--- config.mk ---
export PLATFORM = sky130hd
export DESIGN_NAME = axi_wresp_sched
export DESIGN_NICKNAME = d
export VERILOG_FILES = /design/src/rtl/axi_wresp_pkg.sv /design/src/rtl/wresp_seq_ctr.sv /design/src/rtl/wresp_pol_store.sv /design/src/rtl/wresp_release.sv /design/src/rtl/axi_wresp_sched.sv
export SDC_FILE = /design/constraint.sdc
export NUM_CORES = 1
export LEC_CHECK = 0
export ABC_AREA = 1
export BUFFER_PORTS_ARGS = -buffer_cell sky130_fd_sc_hd__buf_2
export CELL_PAD_IN_SITES_DETAIL_PLACEMENT = 1
export CELL_PAD_IN_SITES_GLOBAL_PLACEMENT = 1
export CORE_AREA = 2 2 94 96
export DETAILED_ROUTE_END_ITERATION = 6
export DIE_AREA = 0 0 96 98
export GPL_ROUTABILITY_DRIVEN = 0
export HOLD_SLACK_MARGIN = 0.12
export PLACE_DENSITY_LB_ADDON = 0.2
export SLEW_MARGIN = 10
export SYNTH_ARGS = -nofsm -noshare
export SYNTH_HDL_FRONTEND = slang
export SYNTH_SLANG_ARGS = --single-unit
export TNS_END_PERCENT = 1
--- constraint.sdc ---
create_clock -name clk -period 4.3 [get_ports clk]
set_clock_uncertainty 0.1 [all_clocks]
set_input_delay 0.215 -clock clk [delete_from_list [all_inputs] [get_ports clk]]
set_output_delay 0.215 -clock clk [all_outputs]
set_load 0.1 [all_outputs]
--- src/rtl/axi_wresp_pkg.sv ---
package axi_wresp_pkg;

   // Completion point chosen per command
   typedef enum logic [1:0] {
      CPL_PORT   = 2'd0,   // last data beat received at the port
      CPL_CORE   = 2'd1,   // accepted into core logic
      CPL_MEMORY = 2'd2    // committed to memory
   } cpl_pol_e;

   localparam logic [1:0] RESP_OKAY = 2'b00;

   // Sequence counters kept by the scheduler
   localparam int SEQ_ALLOC = 0;
   localparam int SEQ_POP   = 1;
   localparam int SEQ_DATA  = 2;
   localparam int SEQ_TAKEN = 3;
   localparam int SEQ_DONE  = 4;
   localparam int SEQ_N     = 5;

   function automatic cpl_pol_e pick_policy(input logic bufferable, input logic late);
      if (!bufferable) return CPL_MEMORY;
      if (late)        return CPL_CORE;
      return CPL_PORT;
   endfunction

endpackage

--- src/rtl/wresp_seq_ctr.sv ---
module wresp_seq_ctr #(
   parameter int CW = 4
) (
   input  logic          clk,
   input  logic          rst_n,
   input  logic          inc,
   output logic [CW-1:0] cnt
);

   always_ff @(posedge clk or negedge rst_n) begin
      if (!rst_n)   cnt <= '0;
      else if (inc) cnt <= cnt + 1'b1;
   end

endmodule

--- src/rtl/wresp_pol_store.sv ---
module wresp_pol_store
   import axi_wresp_pkg::*;
#(
   parameter int DEPTH = 8,
   localparam int IW   = $clog2(DEPTH)
) (
   input  logic          clk,
   input  logic          rst_n,
   input  logic          wr_en,
   input  logic [IW-1:0] wr_idx,
   input  cpl_pol_e      wr_pol,
   input  logic [IW-1:0] rd_idx,
   output cpl_pol_e      rd_pol
);

   cpl_pol_e slot_q [DEPTH];

   for (genvar g = 0; g < DEPTH; g++) begin : g_slot
      always_ff @(posedge clk or negedge rst_n) begin
         if (!rst_n)
            slot_q[g] <= CPL_PORT;
         else if (wr_en && (wr_idx == IW'(g)))
            slot_q[g] <= wr_pol;
      end
   end

   assign rd_pol = slot_q[rd_idx];

endmodule

--- src/rtl/wresp_release.sv ---
module wresp_release
   import axi_wresp_pkg::*;
#(
   parameter int CW = 4
) (
   input  logic [CW-1:0] alloc_seq,
   input  logic [CW-1:0] pop_seq,
   input  logic [CW-1:0] data_seq,
   input  logic [CW-1:0] taken_seq,
   input  logic [CW-1:0] done_seq,
   input  cpl_pol_e      head_pol,
   output logic          head_ok,
   output logic          data_open,
   output logic          taken_open,
   output logic          done_open,
   output logic [CW-1:0] slots_used
);

   // Distances from the allocation counter. Each one lies in 0..DEPTH.
   logic [CW-1:0] d_pop, d_data, d_taken, d_done, m_a;
   logic          head_live, head_data, head_taken, head_done;

   always_comb begin
      d_pop   = alloc_seq - pop_seq;
      d_data  = alloc_seq - data_seq;
      d_taken = alloc_seq - taken_seq;
      d_done  = alloc_seq - done_seq;

      head_live  = (d_pop != '0);
      // The head has an indication when that counter has moved past it
      head_data  = (d_data  < d_pop);
      head_taken = (d_taken < d_pop);
      head_done  = (d_done  < d_pop);

      unique case (head_pol)
         CPL_CORE:   head_ok = head_live && head_data && head_taken;
         CPL_MEMORY: head_ok = head_live && head_data && head_done;
         default:    head_ok = head_live && head_data;
      endcase

      data_open  = (d_data  != '0);
      taken_open = (d_taken != '0);
      done_open  = (d_done  != '0);

      m_a        = (d_pop > d_taken) ? d_pop : d_taken;
      slots_used = (m_a > d_done) ? m_a : d_done;
   end

endmodule

--- src/rtl/axi_wresp_sched.sv ---
module axi_wresp_sched
   import axi_wresp_pkg::*;
#(
   parameter int DEPTH   = 8,
   parameter int DATA_W  = 32,
   parameter int CACHE_W = 4
) (
   input  logic               clk,
   input  logic               rst_n,
   input  logic               s_awvalid,
   output logic               s_awready,
   input  logic [CACHE_W-1:0] s_awcache,
   input  logic               s_awlate,
   input  logic               s_wvalid,
   output logic               s_wready,
   input  logic [DATA_W-1:0]  s_wdata,
   input  logic               s_wlast,
   output logic               s_bvalid,
   input  logic               s_bready,
   output logic [1:0]         s_bresp,
   output logic               d_valid,
   input  logic               d_ready,
   output logic [DATA_W-1:0]  d_data,
   output logic               d_last,
   input  logic               d_taken,
   input  logic               d_done
);

   localparam int IW = $clog2(DEPTH);
   localparam int CW = $clog2(DEPTH + 1);

   if (DEPTH < 2 || (DEPTH & (DEPTH - 1)) != 0) begin : g_bad_depth
      $error("axi_wresp_sched: DEPTH must be a power of two of at least 2");
   end
   if (CACHE_W < 1 || DATA_W < 1) begin : g_bad_width
      $error("axi_wresp_sched: CACHE_W and DATA_W must be at least 1");
   end

   logic [SEQ_N-1:0] bump;
   logic [CW-1:0]    seq_q [SEQ_N];
   logic             head_ok, data_open, taken_open, done_open;
   logic [CW-1:0]    slots_used;
   cpl_pol_e         head_pol;
   logic             aw_hs;

   for (genvar g = 0; g < SEQ_N; g++) begin : g_seq
      wresp_seq_ctr #(.CW(CW)) u_ctr (
         .clk   (clk),
         .rst_n (rst_n),
         .inc   (bump[g]),
         .cnt   (seq_q[g])
      );
   end

   wresp_pol_store #(.DEPTH(DEPTH)) u_pol (
      .clk    (clk),
      .rst_n  (rst_n),
      .wr_en  (aw_hs),
      .wr_idx (seq_q[SEQ_ALLOC][IW-1:0]),
      .wr_pol (pick_policy(s_awcache[0], s_awlate)),
      .rd_idx (seq_q[SEQ_POP][IW-1:0]),
      .rd_pol (head_pol)
   );

   wresp_release #(.CW(CW)) u_rel (
      .alloc_seq  (seq_q[SEQ_ALLOC]),
      .pop_seq    (seq_q[SEQ_POP]),
      .data_seq   (seq_q[SEQ_DATA]),
      .taken_seq  (seq_q[SEQ_TAKEN]),
      .done_seq   (seq_q[SEQ_DONE]),
      .head_pol   (head_pol),
      .head_ok    (head_ok),
      .data_open  (data_open),
      .taken_open (taken_open),
      .done_open  (done_open),
      .slots_used (slots_used)
   );

   // Upper cache bits play no part in the completion decision
   logic unused_cache_hi;
   if (CACHE_W > 1) begin : g_cache_hi
      assign unused_cache_hi = ^s_awcache[CACHE_W-1:1];
   end else begin : g_cache_one
      assign unused_cache_hi = 1'b0;
   end

   always_comb begin
      s_awready = (slots_used < CW'(DEPTH));
      aw_hs     = s_awvalid && s_awready;

      s_wready  = data_open && d_ready;
      d_valid   = data_open && s_wvalid;
      d_data    = s_wdata;
      d_last    = s_wlast;

      s_bvalid  = head_ok;
      s_bresp   = RESP_OKAY;

      bump[SEQ_ALLOC] = aw_hs;
      bump[SEQ_POP]   = s_bvalid && s_bready;
      bump[SEQ_DATA]  = s_wvalid && s_wready && s_wlast;
      bump[SEQ_TAKEN] = d_taken && taken_open;
      bump[SEQ_DONE]  = d_done && done_open;
   end

endmodule

==> results of run 1 <==
[cell usage after synthesis (all sizes together)]
| cell type | count | area share, % |
|---|---|---|
| a31o | 1 | 0.27 |
| xor2 | 12 | 3.5 |
| nor3 | 1 | 0.16 |
| and2 | 1 | 0.19 |
| nand3b | 1 | 0.23 |
| buf | 41 | 9.9 |
| nand2 | 94 | 12 |
| a21boi | 3 | 0.82 |
| a32oi | 1 | 0.27 |
| mux2 | 1 | 0.47 |
| fa | 4 | 2.5 |
| a31oi | 1 | 0.19 |
| nor2 | 20 | 2.3 |
| ha | 36 | 14 |
| clkbuf | 3 | 0.35 |
| o21ai | 19 | 3.5 |
| and3 | 1 | 0.19 |
| inv | 50 | 5.8 |
| dfrtp | 36 | 28 |
| o22ai | 2 | 0.39 |
| nand3 | 19 | 3.4 |
| o21bai | 1 | 0.23 |
| a21oi | 9 | 1.4 |
| xnor2 | 11 | 3.2 |
| o221ai | 1 | 0.27 |
| conb | 1 | 0.12 |
| o211ai | 1 | 0.23 |
| nand4 | 32 | 6.2 |
[stage by stage]
step	hold slack [ns]	cells	setup WS [ns]
after floorplan	-0.181	404	0.595
after global placement	0.282	498	0.281
after detailed placement	0.287	498	0.157
after CTS	0.125	508	0.0644
after global routing	0.129	519	-0.0185
final	0.125	519	0.199
[cell families after synthesis]
kind of cell    Yosys count  share of synthesized area, %
simple gates            169                          24.5
buf+inv                  94                          16.1
compound gates           39                          7.62
xor+xnor                 23                          6.73
fa+ha+maj                40                          16.5
mux                       1                         0.467
flops                    36                          28.0
other cells               1                         0.117
[per-layer routing]
metal / vias to the layer above / part of all wire (%) / global-route usage [%]
met1: 1241 / 49 / 26.1
met5: - / 0 / 0
met2: 32 / 47 / 28.8
met3: 12 / 2.8 / 2.55
li1: 1303 / - / -
met4: 0 / 1.2 / 4.40
[registers in the layout, indices dropped and copies added, names as in the netlist]
name and flops:
g_seq.u_ctr.cnt 20, u_pol.slot_q 16
[worst paths after layout]
| check | to | slack (ns) | cells past startpoint |
|---|---|---|---|
| worst max-delay path | s_awready | 0.20 | 22 |
| worst min-delay path | g_seq[2].u_ctr.cnt[2] | 0.12 | 3 |
| worst max register to register | u_pol.slot_q[2] | 0.33 | 25 |
| worst min register to register | u_pol.slot_q[5] | 0.39 | 2 |
| max in group asynchronous | g_seq[0].u_ctr.cnt[2] | 3.06 | 2 |
| min in group asynchronous | g_seq[2].u_ctr.cnt[0] | 0.46 | 2 |
[area by class of cell]
| cell class | count | area [um2] | share of cell area [%] |
|---|---|---|---|
| clock buffers | 6 | 72.6 | 2.04 |
| clock inverters | 2 | 35.0 | 0.983 |
| inverters | 50 | 190 | 5.34 |
| multi-input cells | 274 | 1910 | 53.7 |
| flip-flops and latches | 36 | 903 | 25.4 |
| well taps | 108 | 135 | 3.79 |
| repair buffers | 43 | 315 | 8.85 |
[what timing repair did]
| action | CTS | global route |
|---|---|---|
| hold buffers | 1 | 0 |
| endpoints found under the setup margin | 1 | 18 |
| pin swaps | 1 | 12 |
| endpoints found under the hold margin | 36 | 0 |
| gates resized for setup | 4 | 21 |
| setup buffers | 1 | 11 |
[worst max-delay path: stages, from the launching register on]
cell and delay, ns:
sky130_fd_sc_hd__dfrtp_1 0.41, sky130_fd_sc_hd__inv_4 0.11, sky130_fd_sc_hd__ha_4 0.13, sky130_fd_sc_hd__inv_2 0.04, sky130_fd_sc_hd__fa_1 0.54, sky130_fd_sc_hd__inv_2 0.06, sky130_fd_sc_hd__ha_4 0.26, sky130_fd_sc_hd__inv_1 0.04
sky130_fd_sc_hd__o21bai_1 0.14, sky130_fd_sc_hd__nand4_1 0.11, sky130_fd_sc_hd__nand2_2 0.12, sky130_fd_sc_hd__nand2_4 0.09, sky130_fd_sc_hd__nand2_2 0.09, sky130_fd_sc_hd__o21ai_2 0.05, sky130_fd_sc_hd__ha_1 0.29, sky130_fd_sc_hd__inv_1 0.04
sky130_fd_sc_hd__nor2_1 0.10, sky130_fd_sc_hd__o21ai_1 0.08, sky130_fd_sc_hd__a32oi_1 0.24, sky130_fd_sc_hd__buf_4 0.18, sky130_fd_sc_hd__nand3_4 0.08, sky130_fd_sc_hd__nand2_4 0.09, sky130_fd_sc_hd__buf_12 0.17
==> summary.txt, run 1 <==
=====================================================================================
Final min period .......................................................      4.10 ns
Post-route cell area ...................................................     3560 um2
Timing startpoint of the critical path ................................. g_seq[0].u_ctr.cnt[0]
Gr usage total .........................................................        18.2%
Cell area after synthesis ..............................................     3220 um2
# fillers ..............................................................         1018
Vias in the first global route .........................................         2785
Total die area .........................................................     9410 um2
Reg2Reg Launch Point ................................................... g_seq[0].u_ctr.cnt[0]
Iter 0 DRT Violations ..................................................           77
Number of antenna violations at the first check in global routing ......            0
Total vias in the final route ..........................................         2588
Post-Syn Instances .....................................................          403
Max-cap check violation count ..........................................            0
Endpoint arrival time on the critical path .............................      3.79 ns
Post-Place Cell Area ...................................................     3240 um2
Die boundary height ....................................................        98 um
Skew-Pair Late Insertion Delay .........................................      0.29 ns
Proportion of synthesized chip area in sequential cells ................        28.0%
Type of element launching the critical path ............................         flop
Diode count ............................................................            0
Setup-violating endpoint count in the final report .....................            0
Distinct cell type count after synthesis ...............................           39
Tcrit/Tclk final .......................................................        95.4%
Largest net degree at the start of global routing ......................           37
Count of standard-cell rows ............................................           34
Clock tree sinks .......................................................           36
Post-DR wirelength/cell ................................................      15.1 um
Slew margin rel. .......................................................        43.5%
Final hold violation count .............................................            0
NumNets Final ..........................................................          496
Number of port buffers .................................................           15
Number of buffers on the longest clock path ............................            2
Starting Density .......................................................        38.0%
Status .................................................................    completed
Average cell area after synthesis ......................................     7.98 um2
Final Slew Violations ..................................................            0
Layout Area Growth over Synthesis ......................................        10.8%
Kind of critical path ..................................................      reg2out
Detailed placement HPWL ................................................      5820 um
Fin util ...............................................................        42.1%
Commonest cells after routing, fill and taps aside ..................... sky130_fd_sc_hd__nand2_1, sky130_fd_sc_hd__inv_1, sky130_fd_sc_hd__dfrtp_1
Post-detailed-route DRC marker count ...................................            0
Type of the most critical hold path ....................................       in2reg
Most frequent standard cell in the layout excluding fill and tap cells . sky130_fd_sc_hd__nand2_1
Htree depth ............................................................            2
Fraction of final layout cells sized beyond drive strength 1 ...........        22.1%
#FFs+latches synth .....................................................           36
Remaining number of nets flagged by the antenna check after routing ....            0
Warnings, synthesis ....................................................            0
Crit-path max FO .......................................................            7
Required time at the endpoint of the critical path .....................      3.98 ns
Total iterations of the first detailed-routing run .....................            4
Number of CTS-inserted buffers .........................................            5
TritonCTS clock tree ...................................................         done
Top Ports ..............................................................           85
Global-route congestion overflow total .................................            0
Transition time at the pin with the least slew margin ..................     0.847 ns
Global-route wire length before repair .................................     13600 um
Hold path startpoint ...................................................     s_wvalid
Area of the placeable core .............................................     8470 um2
Wire length after detailed routing .....................................      7850 um
Chip width .............................................................        96 um
Final sum of negative setup slack ......................................         0 ns
Buffer cell driving the clock tree root ................................ sky130_fd_sc_hd__clkbuf_8
Average vias per placed instance .......................................         4.99
Clock-pin slew on the worst setup and hold paths .......................      0.08 ns
Maximum frequency from static timing analysis ..........................    0.244 GHz
Sort of element at the end of the critical path ........................  output port
=====================================================================================
Power of run 1 is left out: the tool's default activity adds up to more than one toggle a clock period on the data nets, which glitch-free logic cannot reach.
==> run 2, diff against run 1 <==
--- a/config.mk
+++ b/config.mk
@@ -5,13 +5,12 @@
 export SDC_FILE = /design/constraint.sdc
 export NUM_CORES = 1
 export LEC_CHECK = 0
-export ABC_AREA = 1
 export BUFFER_PORTS_ARGS = -buffer_cell sky130_fd_sc_hd__buf_2
 export CELL_PAD_IN_SITES_DETAIL_PLACEMENT = 1
 export CELL_PAD_IN_SITES_GLOBAL_PLACEMENT = 1
-export CORE_AREA = 2 2 94 96
+export CORE_AREA = 2 2 87 89
 export DETAILED_ROUTE_END_ITERATION = 6
-export DIE_AREA = 0 0 96 98
+export DIE_AREA = 0 0 89 91
 export GPL_ROUTABILITY_DRIVEN = 0
 export HOLD_SLACK_MARGIN = 0.12
 export PLACE_DENSITY_LB_ADDON = 0.2
==> constraint.sdc (replaced) <==
create_clock -name clk -period 5.19 [get_ports clk]
set_clock_uncertainty 0.1 [all_clocks]
set_input_delay 0.2595 -clock clk [delete_from_list [all_inputs] [get_ports clk]]
set_output_delay 0.2595 -clock clk [all_outputs]
set_load 0.1 [all_outputs]
==> run 2 against run 1 <==
Net effect:
- non-clock buffer count shrank 20
- clock-buffer cell count is the same
- synthesized cell count shrank 28%
- flip-flop and latch count is the same
- register-to-register slack gained 0.02 ns
- critical path type is now reg2reg
- critical endpoint is now u_pol.slot_q[6]
- largest cell class unchanged
==> summary.txt, run 2 <==
====================================================================================
Number of antenna violations at the first check in global routing .....            0   unchanged
Top Ports .............................................................           85   unchanged
Number of buffers on the longest clock path ...........................            2   unchanged
Count of standard-cell rows ...........................................           31   -8.8%
Average vias per placed instance ......................................         5.16   +3.5%
Critical path's largest stage delay ...................................      0.51 ns   -0.03 ns
Max-cap check violation count .........................................            0   unchanged
Number of flip-flops under the largest register name ..................           20   unchanged
Buffer cell driving the clock tree root ............................... sky130_fd_sc_hd__clkbuf_8
Vias in the first global route ........................................         2083   -25%
Starting Density ......................................................        41.9%   +3.9 points
Number of CTS-inserted buffers ........................................            5   unchanged
Number of enable-type register cells in the synthesized netlist .......            0   unchanged
Endpoint arrival time on the critical path ............................      4.92 ns   +1.13 ns
Crit-path max FO ......................................................           11   +4
Diode count ...........................................................            0   unchanged
Most numerous cell on the critical path ............................... sky130_fd_sc_hd__ha_1
Number of buffers added for setup after CTS ...........................            0   -1
Total iterations of the first detailed-routing run ....................            4   unchanged
Most used standard cells in the synthesized netlist ................... sky130_fd_sc_hd__dfrtp_1, sky130_fd_sc_hd__ha_1, sky130_fd_sc_hd__buf_4, sky130_fd_sc_hd__inv_1, sky130_fd_sc_hd__nand2_1
Library cell with the largest summed area after synthesis ............. sky130_fd_sc_hd__dfrtp_1
Transition time at the pin with the least slew margin .................     0.826 ns   -0.0216 ns
Fraction of final layout cells sized beyond drive strength 1 ..........        18.0%   -4.1 points
Kind of cell with the highest combined delay on the critical path .....  adder cells
Reg2Reg Launch Point .................................................. g_seq[0].u_ctr.cnt[0]
Total die area ........................................................     8100 um2   -14%
Maximum frequency from static timing analysis .........................    0.207 GHz
Kind of critical path .................................................      reg2reg
Distinct cell type count after synthesis ..............................           47   +21%
Slew margin rel. ......................................................        45.0%   +1.4 points
Share of flip-flops with an asynchronous set or reset after synthesis .         100%   unchanged
Average cell area after synthesis .....................................     10.3 um2   +29%
Cell area after synthesis .............................................     2990 um2   -7.1%
Tcrit/Tclk final ......................................................        93.3%
Type of element launching the critical path ...........................         flop
Worst setup endpoint .................................................. u_pol.slot_q[6]
Layout Area Growth over Synthesis .....................................        4.15%
Met2 Use GR ...........................................................        26.1%   -2.7 points
Grt met3 use ..........................................................        3.27%   +0.73 points
Proportion of synthesized chip area in sequential cells ...............        30.2%   +2.1 points
Peak-usage layer in the global routing report .........................         met2
Cells traversed along the worst timing path ........................... inv_2 -> ha_1 -> inv_1 -> fa_1 -> inv_1 -> ha_1 -> nor2b_1 -> o2111ai_1 -> and3_4 -> and2_2 -> a21o_1 -> ha_1 -> and2_1 -> o21ai_0 -> a32o_1 -> a31o_4 -> o31ai_4 -> buf_12 -> and3_1 -> mux2_2
Final Slew Violations .................................................            0   unchanged
Htree depth ...........................................................            2   unchanged
Global-route congestion overflow total ................................            0   unchanged
TritonCTS clock tree ..................................................         done
Status ................................................................    completed
Register bank with the most flops ..................................... g_seq.u_ctr.cnt
Timing startpoint of the critical path ................................ g_seq[0].u_ctr.cnt[0]
Number of gates on the worst path with buffers counted ................           20   -9.1%
Skew-Pair Late Insertion Delay ........................................      0.29 ns   about the same
Global-route wire length before repair ................................     10300 um   -25%
Gr usage total ........................................................        16.3%   -1.9 points
Detailed placement HPWL ...............................................      4620 um   -21%
RSZ-0062 raised after global routing ..................................        false
Setup-violating endpoint count in the final report ....................            0   unchanged
#FFs+latches synth ....................................................           36   unchanged
Top flip-flop cell by instance count after synthesis .................. sky130_fd_sc_hd__dfrtp_1
Remaining number of nets flagged by the antenna check after routing ...            0   unchanged
Total vias in the final route .........................................         1971   -24%
Final sum of negative setup slack .....................................         0 ns   unchanged
Critical R2R Capture .................................................. u_pol.slot_q[6]
Critical path's slowest cell .......................................... sky130_fd_sc_hd__fa_1
Wire length after detailed routing ....................................      5900 um   -25%
Area of the placeable core ............................................     7140 um2   -16%
Setup slack, reg-to-reg ...............................................      0.35 ns   +0.02 ns
CP bufs+invs ..........................................................            4   -3
Required time at the endpoint of the critical path ....................      5.27 ns   +1.29 ns
Portion of synthesized cell area occupied by the leading cell type ....        30.2%   +2.1 points
Clock-pin slew on the worst setup and hold paths ......................      0.07 ns   about the same
Worst Reg2Reg Path Length in Cells ....................................           20   -20%
Final min period ......................................................      4.84 ns
Post-DR wirelength/cell ...............................................      15.5 um   +2.2%
Registers with the most flip-flops .................................... g_seq.u_ctr.cnt: 20 flops, u_pol.slot_q: 16 flops
Die boundary height ...................................................        91 um   -7.1%
Met1 track demand over resource in global routing .....................        21.7%   -4.4 points
Post-Syn Instances ....................................................          291   -28%
NumNets Final .........................................................          368   -26%
Ranking of synthesized cells by area .................................. sky130_fd_sc_hd__dfrtp_1, sky130_fd_sc_hd__ha_1, sky130_fd_sc_hd__buf_4
Post-detailed-route DRC marker count ..................................            0   unchanged
Warnings, synthesis ...................................................            0   unchanged
Iter 0 DRT Violations .................................................           55   -29%
Largest net degree at the start of global routing .....................           37   unchanged
Sort of element at the end of the critical path .......................         flop
Number of port buffers ................................................           15   unchanged
Commonest cells after routing, fill and taps aside .................... sky130_fd_sc_hd__ha_1, sky130_fd_sc_hd__dfrtp_1, sky130_fd_sc_hd__inv_1
Type of the most critical hold path ...................................       in2reg
Clock tree sinks ......................................................           36   unchanged
Final hold violation count ............................................            0   unchanged
Chip width ............................................................        89 um   -7.3%
====================================================================================
-- run 2: changes by cell type in the layout (fill, tap and decap cells not counted), sizes merged, moves of 5 or more --
cell	change
inv	-16
nand3	-13
nor2	-19
o21ai	-10
and2	+6
nand4	-25
mux2	+13
nand2	-76
a32o	+5
buf	-20
-- run 2: logic make-up after synthesis --
kind of cell,Yosys count,synth area share (%)
buf+inv,74,14.0
simple gates,54,10.3
compound gates,41,10.6
fa+ha+maj,40,17.8
flops,36,30.2
xor+xnor,25,7.83
mux,20,9.21
other cells,1,0.126
-- run 2: worst min-delay path by stage --
stage                             to  startpoint  slack [ns]  depth (start not counted)
4_1_cts        g_seq[1].u_ctr.cnt[3]    s_bready        0.15                          3
3_3_place_gp   g_seq[4].u_ctr.cnt[1]       rst_n        0.31                          1
2_1_floorplan  g_seq[0].u_ctr.cnt[0]       rst_n       -0.14                          0
3_5_place_dp   g_seq[4].u_ctr.cnt[0]       rst_n        0.32                          1
5_1_grt        g_seq[1].u_ctr.cnt[3]    s_bready        0.17                          3
6_report       g_seq[1].u_ctr.cnt[3]    s_bready        0.15                          3
-- run 2: repair_timing --
action / in CTS / in global routing
gates resized for setup: 0 / 3
hold buffers: 1 / 0
hold endpoints to repair: 36 / 0
setup endpoints to repair: 0 / 7
-- run 2: layer usage --
layer / up-vias / share of wire [%]
li1: 953 / -
met1: 972 / 47
met2: 32 / 48
met3: 14 / 3.4
met4: 0 / 2.1
met5: - / 0
-- run 2: through the flow --
stage	hold slack (ns)	setup WS, ns	util, %	std cells	instance area [um2]
global placement	0.310	0.312	41.8	373	2990
CTS	0.150	0.173	43.5	382	3100
global route	0.169	0.0775	43.6	382	3110
detailed placement	0.322	0.253	41.8	373	2990
finish	0.153	0.349	43.6	382	3110
floorplan	-0.136	0.114	-	292	3000
-- run 2: cell type report --
class	instances	area, um2
Fill cell	829	4030
Clock buffer	6	72.6
Inverter	34	128
Tap cell	99	124
Sequential cell	36	901
Multi-Input combinational cell	182	1690
Clock inverter	2	35.0
Timing Repair Buffer	23	165
-- run 2: tightest hold or removal path, stage by stage --
cell	delay (ns)
sky130_fd_sc_hd__buf_2	0.11
sky130_fd_sc_hd__nand4_1	0.08
sky130_fd_sc_hd__xnor2_1	0.06
Power of run 2 is left out for the same reason.
==> run 3, diff against run 2 <==
--- a/config.mk
+++ b/config.mk
@@ -5,7 +5,7 @@
 export SDC_FILE = /design/constraint.sdc
 export NUM_CORES = 1
 export LEC_CHECK = 0
-export BUFFER_PORTS_ARGS = -buffer_cell sky130_fd_sc_hd__buf_2
+export BUFFER_PORTS_ARGS = -buffer_cell sky130_fd_sc_hd__buf_4
 export CELL_PAD_IN_SITES_DETAIL_PLACEMENT = 1
 export CELL_PAD_IN_SITES_GLOBAL_PLACEMENT = 1
 export CORE_AREA = 2 2 87 89
==> run 3 against run 2 <==
Net effect:
- fmax is 1.2% lower
- cell area is 0.12% higher
- first-iteration DRC count is 53% lower
- register-to-register slack worse by 0.06 ns
- global-route usage is 0.39 points higher
==> summary.txt, run 3 (synthesis results as in run 2) <==
==================================================================================
RSZ-0062 raised after global routing ................................        false
Required time at the endpoint of the critical path ..................      5.26 ns   about the same
Peak-usage layer in the global routing report .......................         met2
Total iterations of the first detailed-routing run ..................            4   unchanged
Type of the most critical hold path .................................       in2reg
Post-DR wirelength/cell .............................................      15.7 um   +1.8%
Largest net degree at the start of global routing ...................           37   unchanged
Die boundary height .................................................        91 um   unchanged
Diode count .........................................................            0   unchanged
Reg2Reg Launch Point ................................................ g_seq[0].u_ctr.cnt[0]
Final sum of negative setup slack ...................................         0 ns   unchanged
Slew margin rel. ....................................................        56.3%   +11 points
Number of CTS-inserted buffers ......................................            5   unchanged
Worst Reg2Reg Path Length in Cells ..................................           20   unchanged
Fraction of final layout cells sized beyond drive strength 1 ........        18.0%   -0.063 points
Endpoint arrival time on the critical path ..........................      4.97 ns   +0.05 ns
Kind of critical path ...............................................      reg2reg
Global-route wire length before repair ..............................     10400 um   +1.6%
Top Ports ...........................................................           85   unchanged
Number of antenna violations at the first check in global routing ...            0   unchanged
Setup-violating endpoint count in the final report ..................            0   unchanged
Final hold violation count ..........................................            0   unchanged
Starting Density ....................................................        41.9%   unchanged
Final Slew Violations ...............................................            0   unchanged
Remaining number of nets flagged by the antenna check after routing .            0   unchanged
Post-Place Cell Area ................................................     3000 um2   +0.34%
Vias in the first global route ......................................         2115   +1.5%
Endpoint with the worst hold slack .................................. g_seq[1].u_ctr.cnt[3]
Buffer cell driving the clock tree root ............................. sky130_fd_sc_hd__clkbuf_8
Wire length after detailed routing ..................................      6030 um   +2.1%
Met1 track demand over resource in global routing ...................        23.1%   +1.4 points
Crit-path max FO ....................................................           10   -1
Registers with the most flip-flops .................................. g_seq.u_ctr.cnt: 20 flops, u_pol.slot_q: 16 flops
Post-detailed-route DRC marker count ................................            0   unchanged
Type of element launching the critical path .........................         flop
Met2 Use GR .........................................................        26.9%   +0.81 points
TritonCTS clock tree ................................................         done
Area of the placeable core ..........................................     7140 um2   unchanged
Hold path startpoint ................................................     s_bready
Gr usage total ......................................................        16.7%   +0.39 points
Total vias in the final route .......................................         1971   unchanged
Clock tree sinks ....................................................           36   unchanged
Worst hold path stage count .........................................            3   unchanged
Setup slack, reg-to-reg .............................................      0.29 ns   -0.06 ns
Iter 0 DRT Violations ...............................................           26   -53%
Number of port buffers ..............................................           15   unchanged
Clock-pin slew on the worst setup and hold paths ....................      0.08 ns   about the same
Post-route cell area ................................................     3120 um2   +0.12%
Chip width ..........................................................        89 um   unchanged
Tcrit/Tclk final ....................................................        94.4%   +1.1 points
Transition time at the pin with the least slew margin ...............     0.651 ns   -0.175 ns
Skew-Pair Late Insertion Delay ......................................      0.29 ns   about the same
NumNets Final .......................................................          369   +0.27%
Layout Area Growth over Synthesis ...................................        4.27%
Max-cap check violation count .......................................            0   unchanged
Number of buffers on the longest clock path .........................            2   unchanged
Number of flip-flops under the largest register name ................           20   unchanged
Maximum frequency from static timing analysis .......................    0.204 GHz   -1.2%
Count of standard-cell rows .........................................           31   unchanged
Sort of element at the end of the critical path .....................         flop
Critical R2R Capture ................................................ u_pol.slot_q[7]
Register bank with the most flops ................................... g_seq.u_ctr.cnt
Final min period ....................................................      4.90 ns   +0.0586 ns
Total die area ......................................................     8100 um2   unchanged
Average vias per placed instance ....................................         5.15   -0.26%
Commonest cells after routing, fill and taps aside .................. sky130_fd_sc_hd__ha_1, sky130_fd_sc_hd__dfrtp_1, sky130_fd_sc_hd__inv_1
Grt met3 use ........................................................        3.09%   -0.18 points
Global-route congestion overflow total ..............................            0   unchanged
Htree depth .........................................................            2   unchanged
Status ..............................................................    completed
# fillers ...........................................................          826   -0.36%
Detailed placement HPWL .............................................      4780 um   +3.5%
==================================================================================
## run 3: metal layers
layer / part of all wire, % / vias up
li1: - / 952
met1: 47 / 983
met2: 49 / 28
met3: 3.3 / 8
met4: 0.91 / 0
met5: 0 / -
## run 3: how the worst max path moves through the flow
stage | startpoint | endpoint | slack [ns] | cells after the start
global placement | g_seq[0].u_ctr.cnt[0] | u_pol.slot_q[6] | 0.20 | 19
finish | g_seq[0].u_ctr.cnt[0] | u_pol.slot_q[7] | 0.29 | 20
detailed placement | g_seq[0].u_ctr.cnt[0] | u_pol.slot_q[7] | 0.12 | 19
global route | g_seq[0].u_ctr.cnt[0] | u_pol.slot_q[7] | 0.05 | 20
floorplan | g_seq[0].u_ctr.cnt[0] | u_pol.slot_q[2] | 0.11 | 20
CTS | g_seq[0].u_ctr.cnt[0] | u_pol.slot_q[7] | 0.1 | 19
## run 3: final cells by class
type	count	area, um2	area share, %
flip-flops and latches	36	901	28.9
clock inverters	1	8.76	0.281
multi-input cells	182	1680	53.9
well taps	99	124	3.98
repair buffers	24	199	6.39
clock buffers	7	76.3	2.45
inverters	34	128	4.10
## run 3: through the flow
stage	hold WS, ns	cells	utilization [%]	worst slack, ns
after floorplan	-0.136	292	-	0.114
after global placement	0.156	373	42.0	0.195
after detailed placement	0.160	373	42.0	0.116
after CTS	0.151	382	43.3	0.0964
after global routing	0.148	383	43.7	0.0517
final	0.160	383	43.7	0.291
## run 3: timing repair
action,in CTS,in global routing
hold endpoints to repair,36,0
gates resized for setup,0,3
hold buffers,1,0
setup endpoints to repair,0,13
setup buffers,0,1
## run 3: critical path, cell delays in order (launching register included)
cell                        delay (ns)
sky130_fd_sc_hd__dfrtp_1          0.41
sky130_fd_sc_hd__inv_2            0.13
sky130_fd_sc_hd__ha_1             0.17
sky130_fd_sc_hd__inv_1            0.05
sky130_fd_sc_hd__fa_1             0.52
sky130_fd_sc_hd__inv_1            0.07
sky130_fd_sc_hd__ha_1             0.30
sky130_fd_sc_hd__nor2b_1          0.15
sky130_fd_sc_hd__o2111ai_1        0.19
sky130_fd_sc_hd__and3_4           0.24
sky130_fd_sc_hd__and2_2           0.22
sky130_fd_sc_hd__mux2_2           0.35
sky130_fd_sc_hd__ha_1             0.18
sky130_fd_sc_hd__nor2b_1          0.10
sky130_fd_sc_hd__o21ai_0          0.12
sky130_fd_sc_hd__a32o_1           0.26
sky130_fd_sc_hd__a31o_4           0.23
sky130_fd_sc_hd__o31ai_4          0.28
sky130_fd_sc_hd__buf_12           0.16
sky130_fd_sc_hd__and3_1           0.20
sky130_fd_sc_hd__mux2_2           0.34
Power of run 3 is left out for the same reason.
